## config.mk

```make
export PLATFORM = sky130hd
export DESIGN_NAME = aliased_regfile
export DESIGN_NICKNAME = d
export VERILOG_FILES = /design/src/rtl/aprf_pkg.sv /design/src/rtl/view_decode.sv /design/src/rtl/gpr_array.sv /design/src/rtl/read_view.sv /design/src/rtl/aliased_regfile.sv
export SDC_FILE = /design/constraint.sdc
export NUM_CORES = 1
export LEC_CHECK = 0
export ABC_AREA = 1
export BUFFER_PORTS_ARGS = -buffer_cell sky130_fd_sc_hd__buf_2
export CAP_MARGIN = 20
export CELL_PAD_IN_SITES_DETAIL_PLACEMENT = 1
export CELL_PAD_IN_SITES_GLOBAL_PLACEMENT = 1
export CORE_UTILIZATION = 25
export DETAILED_ROUTE_END_ITERATION = 10
export GPL_TIMING_DRIVEN = 0
export PLACE_DENSITY = 0.54
export SLEW_MARGIN = 20
export SYNTH_ARGS = -nofsm -noshare
export SYNTH_HDL_FRONTEND = slang
export SYNTH_SLANG_ARGS = --single-unit
```

## constraint.sdc

```tcl
create_clock -name clk -period 2.4 [get_ports clk]
set_input_delay 0.48 -clock clk [delete_from_list [all_inputs] [get_ports clk]]
set_output_delay 0.48 -clock clk [all_outputs]
set_load 0.01 [all_outputs]
```

## src/rtl/aprf_pkg.sv

```systemverilog
package aprf_pkg;
  typedef enum logic [1:0] {
    VW_BYTE  = 2'd0,
    VW_WORD  = 2'd1,
    VW_DWORD = 2'd2,
    VW_BAD   = 2'd3
  } view_e;
endpackage

```

## src/rtl/view_decode.sv

```systemverilog
module view_decode
  import aprf_pkg::*;
#(
  parameter int DATA_W = 32,
  parameter int NREGS  = 8
) (
  input  logic [$clog2(NREGS)-1:0]  idx,
  input  logic [1:0]                width,
  output logic [$clog2(NREGS)-1:0]  phys,
  output logic [$clog2(DATA_W)-1:0] sh,
  output logic [DATA_W-1:0]         mask,
  output logic                      legal
);
  localparam int IDX_W  = $clog2(NREGS);
  localparam int SH_W   = $clog2(DATA_W);
  localparam int HALF_W = DATA_W / 2;
  localparam int BYTE_W = 8;
  localparam int SPLIT  = NREGS / 2;
  localparam logic [DATA_W-1:0] HALF_MASK = {{(DATA_W-HALF_W){1'b0}}, {HALF_W{1'b1}}};
  localparam logic [DATA_W-1:0] BYTE_MASK = {{(DATA_W-BYTE_W){1'b0}}, {BYTE_W{1'b1}}};

  view_e vw;
  assign vw = view_e'(width);

  always_comb begin
    phys  = idx;
    sh    = '0;
    mask  = '0;
    legal = 1'b1;
    unique case (vw)
      VW_DWORD: mask = '1;
      VW_WORD:  mask = HALF_MASK;
      VW_BYTE: begin
        // upper half of the index space aliases the second byte of the split registers
        phys = idx & IDX_W'(SPLIT - 1);
        sh   = idx[IDX_W-1] ? SH_W'(BYTE_W) : '0;
        mask = BYTE_MASK << sh;
      end
      default: legal = 1'b0;
    endcase
  end
endmodule

```

## src/rtl/gpr_array.sv

```systemverilog
module gpr_array #(
  parameter int DATA_W = 32,
  parameter int NREGS  = 8
) (
  input  logic                           clk,
  input  logic                           rst,
  input  logic                           wen,
  input  logic [$clog2(NREGS)-1:0]       wsel,
  input  logic [DATA_W-1:0]              wmask,
  input  logic [DATA_W-1:0]              wdata,
  output logic [NREGS-1:0][DATA_W-1:0]   q
);
  localparam int IDX_W = $clog2(NREGS);

  for (genvar g = 0; g < NREGS; g++) begin : g_reg
    always_ff @(posedge clk) begin
      if (rst)
        q[g] <= '0;
      else if (wen && wsel == IDX_W'(g))
        q[g] <= (q[g] & ~wmask) | (wdata & wmask);
    end
  end
endmodule

```

## src/rtl/read_view.sv

```systemverilog
module read_view #(
  parameter int DATA_W = 32,
  parameter int NREGS  = 8
) (
  input  logic [NREGS-1:0][DATA_W-1:0] regs,
  input  logic [$clog2(NREGS)-1:0]     idx,
  input  logic [1:0]                   width,
  output logic [DATA_W-1:0]            data
);
  localparam int IDX_W = $clog2(NREGS);
  localparam int SH_W  = $clog2(DATA_W);

  logic [IDX_W-1:0]  phys;
  logic [SH_W-1:0]   sh;
  logic [DATA_W-1:0] mask;
  logic              legal;

  view_decode #(.DATA_W(DATA_W), .NREGS(NREGS)) u_dec (
    .idx(idx), .width(width), .phys(phys), .sh(sh), .mask(mask), .legal(legal)
  );

  assign data = legal ? ((regs[phys] & mask) >> sh) : '0;
endmodule

```

## src/rtl/aliased_regfile.sv

```systemverilog
module aliased_regfile #(
  parameter int DATA_W = 32,
  parameter int NREGS  = 8
) (
  input  logic                       clk,
  input  logic                       rst,
  input  logic                       wr_en,
  input  logic [$clog2(NREGS)-1:0]   wr_idx,
  input  logic [1:0]                 wr_width,
  input  logic [DATA_W-1:0]          wr_data,
  output logic                       wr_err,
  input  logic [$clog2(NREGS)-1:0]   rda_idx,
  input  logic [1:0]                 rda_width,
  output logic [DATA_W-1:0]          rda_data,
  input  logic [$clog2(NREGS)-1:0]   rdb_idx,
  input  logic [1:0]                 rdb_width,
  output logic [DATA_W-1:0]          rdb_data
);
  localparam int IDX_W = $clog2(NREGS);
  localparam int SH_W  = $clog2(DATA_W);

  logic [IDX_W-1:0]              w_phys;
  logic [SH_W-1:0]               w_sh;
  logic [DATA_W-1:0]             w_mask;
  logic                          w_legal;
  logic [NREGS-1:0][DATA_W-1:0]  regs;

  view_decode #(.DATA_W(DATA_W), .NREGS(NREGS)) u_wdec (
    .idx(wr_idx), .width(wr_width), .phys(w_phys), .sh(w_sh), .mask(w_mask), .legal(w_legal)
  );

  gpr_array #(.DATA_W(DATA_W), .NREGS(NREGS)) u_gpr (
    .clk(clk), .rst(rst), .wen(wr_en && w_legal), .wsel(w_phys),
    .wmask(w_mask), .wdata(wr_data << w_sh), .q(regs)
  );

  read_view #(.DATA_W(DATA_W), .NREGS(NREGS)) u_rda (
    .regs(regs), .idx(rda_idx), .width(rda_width), .data(rda_data)
  );

  read_view #(.DATA_W(DATA_W), .NREGS(NREGS)) u_rdb (
    .regs(regs), .idx(rdb_idx), .width(rdb_width), .data(rdb_data)
  );

  always_ff @(posedge clk) begin
    if (rst) wr_err <= 1'b0;
    else     wr_err <= wr_en && !w_legal;
  end
endmodule

```

### Word level (Yosys, flattened, before mapping)

Cells that the tools add are included.

| cells by class | value |
|---|---|
| eq/ne operators | 13 |
| order comparisons | 2 |
| shift-type cells | 6 |
| muxes and demuxes | 21 |
| reductions and logical operators | 18 |
| bitwise operators | 20 |

Operators by type and width:

| kind | count |
|---|---|
| $and 32x32->32 | 11 |
| $pmux 32 s3 | 3 |
| $or 32x32->32 | 8 |
| $bmux 32 s3 | 2 |
| $mux 32 | 4 |
| $shl 8x4->32 const A | 2 |
| $shr 32x4->32 | 2 |
| $not 32->32 | 1 |
| $shl 32x5->32 | 1 |
| $shl 8x5->32 const A | 1 |
| $mux 4 | 5 |
| $eq 3x3->1 const B | 4 |
| $logic_and 1x1->1 | 10 |
| $mux 3 | 3 |
| $reduce_or 3->1 | 3 |
| $lt 3x4->1 const B | 2 |
| $eq 2x1->1 const B | 3 |
| $eq 2x2->1 const B | 3 |
| $eq 3x2->1 const B | 2 |
| $logic_not 2->1 | 3 |
| $mux 5 | 1 |
| $eq 3x1->1 const B | 1 |
| $logic_not 3->1 | 1 |
| $mux 1 | 3 |
| $logic_not 1->1 | 1 |

| word-level totals | value |
|---|---|
| bits of input ports | 50 |
| bits in registers | 257 |

### Longest topological paths before layout

Gate-level depths: netlist of the first run.

| depth | value |
|---|---|
| depth in word-level cells | 7 |
| depth in mapped cells | 9 |
| gate-level depth less buffers | 7 |

### Cells and area by module

From an unflattened synthesis of the first run, not the netlist that was laid out.

| second synthesis, totals | value |
|---|---|
| cell total of the unflattened synthesis | 4686 |
| area, all modules | 24438.4 sq um |

Modules (own cells, without submodules):

| module | cells an instance | instances | area each (sq um) |
|---|---|---|---|
| gpr_array | 2056 | 1 | 12426.9 |
| read_view | 1069 | 2 | 4734.5 |
| aliased_regfile | 354 | 1 | 1619.1 |
| view_decode | 46 | 3 | 307.8 |

### Worst setup path after synthesis of the first run

Ideal clock, no wire load.

| timing | value |
|---|---|
| path kind | input -> output |
| start point | in rda_idx[1] |
| end point | out rda_data[15] |
| slack | 0.237 ns |
| path buffers | 3 |
| data required time | 1.920 ns |
| stages on the path | 8 |
| arrival | 1.683 ns |
| cells stage by stage | buf_2 -> inv_1 -> clkbuf_1 -> clkbuf_1 -> nand3_1 -> nand2_1 -> nand2_1 -> a21oi_1 |

| between the ends | value |
|---|---|
| longest elaborated chain between the ends | 6 |

Ends and longest elaborated chain:

| what | RTL line | source |
|---|---|---|
| start: declaration | aliased_regfile.sv:12 | `input logic [$clog2(NREGS)-1:0] rda_idx,` |
| $mux 3 | view_decode.sv:30 | `unique case (vw)` |
| $bmux 32 s3 | read_view.sv:22 | `assign data = legal ? ((regs[phys] & mask) >> sh) : '0;` |
| $mux 32 (not written as such) | read_view.sv:22 |  |
| $and 32x32->32 | read_view.sv:22 |  |
| $shr 32x4->32 | read_view.sv:22 |  |
| $mux 32 | read_view.sv:22 |  |
| end: declaration | aliased_regfile.sv:14 | `output logic [DATA_W-1:0] rda_data,` |

No other way between the ends. The select of a mux whose other input is x is not followed.

### Worst setup path in the final report of the first run

| timing | value |
|---|---|
| start point | in rda_idx[0] |
| end point | out rda_data[16] |

The elaborated chain is that of the path after synthesis.

==> metrics.txt, run 1 <==
clk sinks 257; Final Critical Period 2440 ps; global-route wire length before repair 127000 µm; post-route insts no fill 3688; most common cell after layout, fill and taps aside sky130_fd_sc_hd__nand2_1; met2 track utilization from global routing 45.8%; overall power 12100 µW; synthesized area 15700 µm²; multi-input gate area in the final layout 9320 µm²; I/O pins 115; failing checks negative setup slack; post-route antenna net violation count 0; worst stage delay on the critical path 260 ps; Final Net Count 2874; number of search-and-repair iterations in the first detailed-routing pass 5; later-pin clock latency in the skew report 550 ps; Sequential Area 5150 µm²; clock-pin transition on the worst setup and hold timing paths 60 ps; clock tree from TritonCTS done; y dimension of the die 252 µm; count of buffering cells on the critical path with inverters included 4; finished layout cell area 19300 µm²; number of core rows 91; floorplan die width 252 µm; Layout Area Growth over Synthesis 22.8%; critical-path cell with the highest stage delay sky130_fd_sc_hd__buf_4; critical path's top delay family buffers and inverters; number of enable flip-flop cells after synthesis 0; met3 layer usage reported by global route 2.77%; Worst IR Drop VDD 388 µV; total congestion overflow 0; min setup slack post-route -44.3 ps; antenna violations before repair 2; post-cts hold buffer count 0; fraction of synthesis flops using an asynchronous set or reset pin 0%; GRT Overall Usage 27.5%; portion of the clock cycle consumed by the worst path in the final layout 102%; LEAKAGE 0.00817 µW; Synthesis Warnings 0; TritonCTS Buffers 36; filler cell count 8050; number of setup violations in the final report 8; DRC errors left 0; CTS Root Buffer Type sky130_fd_sc_hd__clkbuf_16; maxcap violations 0; maximum count of clock buffers along a single path 3; Total Routed Length 88700 µm; Worst Max-Slew Pin Slew 1060 ps; crit path cell chain buf_4 > clkbuf_8 > buf_4 > nand2_1 > o211ai_1 > nand2_1 > nor2_1 > nor2_1 > buf_2; average routed wire per standard cell 24.0 µm; average vias per placed instance 5.11; result of the run finished, violations left; number of instances in the synthesized netlist 2669; effective utilization at floorplan 25.4%; power density over the cells 631 nW/µm²; critical path endpoint category primary output; Worst Skew 0 ps; Fmax 409 MHz; max-slew violation total from the final report 0; dominant register cell in the synthesized netlist sky130_fd_sc_hd__dfxtp_1; worst hold slack 259 ps; part of the Yosys area used for sequential elements 32.8%; global-route track usage on met1 36.2%; routability congestion estimate 0.947; number of global-route vias before repair 18700; H-tree Lvls 2; critical path fanouts, max 10; worst slew slack as a fraction of its limit 29.4%; CORE AREA 61800 µm²; post-detailed-placement cell area 17300 µm²; number of port buffers 109; min-delay worst type primary input to flop; total die area 63700 µm²; estimated wirelength of the detail-placed design 68800 µm; Setup CP Type primary input to primary output; required time at the endpoint of the critical path 1920 ps; dpl ws -1140 ps; synthesized area divided by synthesized cell count 5.87 µm²; kind of start point of the critical path primary input; synthesis-stage register bit count 257; Distinct cells, synth 25; largest net degree at the start of global routing 12; detailed router's first-iteration violation count 1420; Worst Path Arrival 1960 ps; most frequent cells in the layout sky130_fd_sc_hd__nand2_1, sky130_fd_sc_hd__nor2_1, sky130_fd_sc_hd__nand3_1; share of final-layout standard cells stronger than drive strength 1 14.9%; DR vias 18800; number of hold-slack violations in the final timing report 0; most utilized layer in the global route result met2; Cells after DPL 3615; unrepaired setup endpoints after global routing true; post-synth net total 2719
synth_stat cells, types with 6 or more instances:
master                     count  area share (%)
sky130_fd_sc_hd__a21oi_1     125             4.0
sky130_fd_sc_hd__buf_1        19            0.45
sky130_fd_sc_hd__buf_2        42             1.3
sky130_fd_sc_hd__buf_6         8            0.57
sky130_fd_sc_hd__clkbuf_1    119             2.8
sky130_fd_sc_hd__dfxtp_1     257              33
sky130_fd_sc_hd__inv_1       176             4.2
sky130_fd_sc_hd__nand2_1     662              16
sky130_fd_sc_hd__nand3_1     351              11
sky130_fd_sc_hd__nand3_4       8            0.89
sky130_fd_sc_hd__nand4_1       6            0.24
sky130_fd_sc_hd__nor2_1      628              15
sky130_fd_sc_hd__nor2_2        8            0.32
sky130_fd_sc_hd__nor2_4       10            0.72
sky130_fd_sc_hd__o211ai_1     85             4.1
sky130_fd_sc_hd__o21ai_0     146             4.7
cell type report:
cell class | instances | share of cell area [%]
Inverter | 183 | 3.61
Clock inverter | 11 | 0.468
Sequential cell | 257 | 26.7
Buffer | 188 | 6.32
Multi-Input combinational cell | 2041 | 48.4
Timing Repair Buffer | 117 | 3.39
Tap cell | 837 | 5.44
Clock buffer | 53 | 5.64
Antenna cell | 1 | 0.0130
final timing paths:
check                  start           end  slack [ps]  cells past startpoint
setup / recovery  rda_idx[0]  rda_data[16]         -40                      9
hold reg to reg         flop          flop         470                      2
hold / removal         wr_en        wr_err         260                      3
setup reg to reg        flop          flop        1720                      2
power breakdown:
part	switching, µW	total, µW	internal (µW)
registers	69.3	4420	4350
logic	1660	2280	622
clock network	2210	5450	3240
total	3940	12100	8210
per-layer routing:
| metal | up-vias | wire [µm] |
|---|---|---|
| met1 | 9204 | 39600 |
| li1 | 8861 | - |
| met5 | - | 10 |
| met3 | 147 | 4540 |
| met4 | 2 | 3630 |
| met2 | 627 | 40900 |
cell families after synthesis:
family	Yosys count	synth area share (%)
and+or+nand+nor	1683	44.7
buffers and inverters	371	9.60
AOI/OAI and AO/OA	358	12.9
DFF	257	32.8
through the flow:
step | util (%) | TNS [ps]
final | 31.1 | -127
after global routing | 31.1 | -106
after CTS | 30.8 | 0
after detailed placement | 27.9 | -96160
after global placement | 27.9 | -85160
after floorplan | - | 0
worst register-to-register path: stages, from the launching register on:
cell                      delay, ps
sky130_fd_sc_hd__dfxtp_1        450
sky130_fd_sc_hd__nor2_1          80
sky130_fd_sc_hd__nor2_1         100
timing repair:
item	CTS	global route
gates resized for setup	221	96
buffers inserted	4	1
pin swaps	15	16
gates cloned	1	2
setup endpoints to repair	64	57
endpoints found under the hold margin	0	0
No activity file was read; power rests on OpenSTA's default activity.
==> inputs of run 2 (changes only) <==
==> constraint.sdc (replaced) <==
create_clock -name clk -period 2.9 [get_ports clk]
set_input_delay 0.58 -clock clk [delete_from_list [all_inputs] [get_ports clk]]
set_output_delay 0.58 -clock clk [all_outputs]
set_load 0.01 [all_outputs]
==> run 2 against run 1 <==
  * The flow now finishes without violations
  * Register-to-register slack improved by 500 ps
  * Count of clock-buffer cells in the layout did not move
  * Final cell count fell by 0.14%
  * Worst setup slack improved by 65 ps
  * Clock power fell by 17%
  * Die area did not move
  * Clock skew did not move
  * Worst hold slack improved by 98 ps
==> metrics.txt, run 2 (synthesis results as in run 1) <==
CORE AREA 61800 µm² (unchanged); average vias per placed instance 5.08 (-0.56%); Total Routed Length 87800 µm (-0.99%); number of global-route vias before repair 18600 (-0.28%); most utilized layer in the global route result met2; clk sinks 257 (unchanged); portion of the clock cycle consumed by the worst path in the final layout 99.3%; overall power 9940 µW (-18%); Worst Path Arrival 2300 ps (+340 ps); clock tree from TritonCTS done; endpoint with the worst hold slack wr_err; CTS Root Buffer Type sky130_fd_sc_hd__clkbuf_16; TritonCTS Buffers 36 (unchanged); I/O pins 115 (unchanged); number of search-and-repair iterations in the first detailed-routing pass 5 (unchanged); DR vias 18700 (-0.70%); min-delay worst type primary input to flop; number of port buffers 109 (unchanged); power density over the cells 530 nW/µm² (-16%); global-route wire length before repair 127000 µm (-0.42%); later-pin clock latency in the skew report 550 ps (about the same); met3 layer usage reported by global route 2.94% (+0.16 points); H-tree Lvls 2 (unchanged); final core occ 30.3% (-0.83 points); proportion of power drawn by flip-flops and latches 36.8% (+0.4 points); GRT Overall Usage 27.4% (-0.12 points); worst-case register-to-register setup slack 2220 ps (+500 ps); unrepaired setup endpoints after global routing true; number of setup violations in the final report 0 (-8); detailed router's first-iteration violation count 1441 (+1.5%); clock-pin transition on the worst setup and hold timing paths 60 ps (about the same); switching power as a share of total power 32.2% (-0.19 points); estimated wirelength of the detail-placed design 68800 µm (unchanged); Worst Max-Slew Pin Slew 1070 ps (+19.0 ps); average routed wire per standard cell 23.8 µm (-0.86%); required time at the endpoint of the critical path 2320 ps (+400 ps); number of core rows 91 (unchanged); Hold Crit Depth 3 (unchanged); antenna violations before repair 2 (unchanged); fraction of power consumed by the clock network 45.3% (+0.4 points); effective utilization at floorplan 25.4% (unchanged); Worst IR Drop VDD 323 µV (-17%); Fmax 347 MHz; routability congestion estimate 0.947 (unchanged); largest net degree at the start of global routing 12 (unchanged); Worst Skew 0 ps (unchanged); worst r2r path cells 2 (unchanged); critical path fanouts, max 10 (unchanged); y dimension of the die 252 µm (unchanged); result of the run finished, final reports clean; post-cts hold buffer count 0 (unchanged); beginning of the worst hold path wr_en; net switching power of the design 3200 µW (-19%); floorplan die width 252 µm (unchanged); post-route antenna net violation count 0 (unchanged); max-slew violation total from the final report 0 (unchanged); Final Critical Period 2880 ps; number of hold-slack violations in the final timing report 0 (unchanged); kind of start point of the critical path primary input; internal power of the cells 6740 µW (-18%); worst slew slack as a fraction of its limit 28.1% (-1.3 points); global-route track usage on met1 36.0% (-0.22 points); Final Net Count 2869 (-0.17%); Setup CP Type primary input to primary output; DRC errors left 0 (unchanged); total congestion overflow 0 (unchanged); combinational cell fraction of total power 18.0% (-0.8 points); share of final-layout standard cells stronger than drive strength 1 12.3% (-2.7 points); met2 track utilization from global routing 45.8% (unchanged); critical path endpoint category primary output; Layout Area Growth over Synthesis 19.6%; maxcap violations 0 (unchanged); most frequent cells in the layout sky130_fd_sc_hd__nand2_1, sky130_fd_sc_hd__nor2_1, sky130_fd_sc_hd__nand3_1; LEAKAGE 0.00799 µW (-2.2%); maximum count of clock buffers along a single path 3 (unchanged); total die area 63700 µm² (unchanged); most common cell after layout, fill and taps aside sky130_fd_sc_hd__nand2_1
-- run 2: cell types whose count changed in the layout (fill, tap and decap cells not counted), moves of 12 or more --
cell	delta
sky130_fd_sc_hd__nor2_2	-13
sky130_fd_sc_hd__nor2_1	+21
sky130_fd_sc_hd__clkbuf_1	+14
sky130_fd_sc_hd__o21ai_0	+19
sky130_fd_sc_hd__clkbuf_2	+14
sky130_fd_sc_hd__a21oi_1	+12
sky130_fd_sc_hd__a21oi_2	-12
sky130_fd_sc_hd__buf_4	-12
sky130_fd_sc_hd__o21ai_1	-14
-- run 2: power by group through the flow --
stage | Sequential [µW] | Combinational [µW] | Clock [µW]
finish | 3650 | 1790 | 4500
global placement | 3730 | 1700 | 0
global route | 3660 | 1910 | 4730
floorplan | 3710 | 959 | 0
detailed placement | 3730 | 1720 | 0
CTS | 3650 | 1750 | 4600
-- run 2: final cells by class --
cell class / count / area [µm²]
Multi-Input combinational cell: 2041 / 9100
Timing Repair Buffer: 112 / 581
Clock inverter: 11 / 90.1
Inverter: 183 / 692
Antenna cell: 1 / 2.50
Buffer: 188 / 1000
Fill cell: 8104 / 43100
Clock buffer: 53 / 1090
Sequential cell: 257 / 5140
Tap cell: 837 / 1050
-- run 2: through the flow --
step	area (µm²)	worst slack [ps]	cells	hold slack [ps]	setup TNS, ps
finish	18700	20.2	3683	358	0
CTS	18600	2.26	3680	336	0
detailed placement	17300	-840	3615	460	-38190
floorplan	15700	537	2669	441	0
global placement	17300	-822	3615	457	-38650
global route	18700	-14.0	3682	362	-14.4
-- run 2: per-layer routing --
metal,part of all wire (%),vias to the layer above
met5,0.015,-
met4,3.7,2
met3,5.2,138
met2,46,547
met1,45,9180
li1,-,8843
-- run 2: worst max-delay path by stage --
| stage | from | endpoint | slack [ps] | depth (start not counted) |
|---|---|---|---|---|
| final | rda_idx[0] | rda_data[30] | 20 | 8 |
| after global routing | rda_idx[2] | rda_data[22] | -10 | 8 |
| after CTS | rda_idx[2] | rda_data[15] | 2 | 9 |
| after detailed placement | rdb_idx[1] | rdb_data[29] | -840 | 8 |
| after global placement | rdb_idx[1] | rdb_data[30] | -820 | 8 |
| after floorplan | rda_idx[1] | rda_data[15] | 540 | 8 |
-- run 2: timing repair --
action,in CTS,in global routing
pin swaps,3,5
endpoints found under the setup margin,64,51
gates resized for setup,93,55
buffers inserted,1,2
-- run 2: critical path: stages --
cell and delay [ps]:
sky130_fd_sc_hd__clkbuf_4 200, sky130_fd_sc_hd__clkbuf_8 240, sky130_fd_sc_hd__buf_2 220, sky130_fd_sc_hd__o21ai_0 400, sky130_fd_sc_hd__nand3_1 290, sky130_fd_sc_hd__nand2_1 150, sky130_fd_sc_hd__nor2_1 70, sky130_fd_sc_hd__buf_2 140
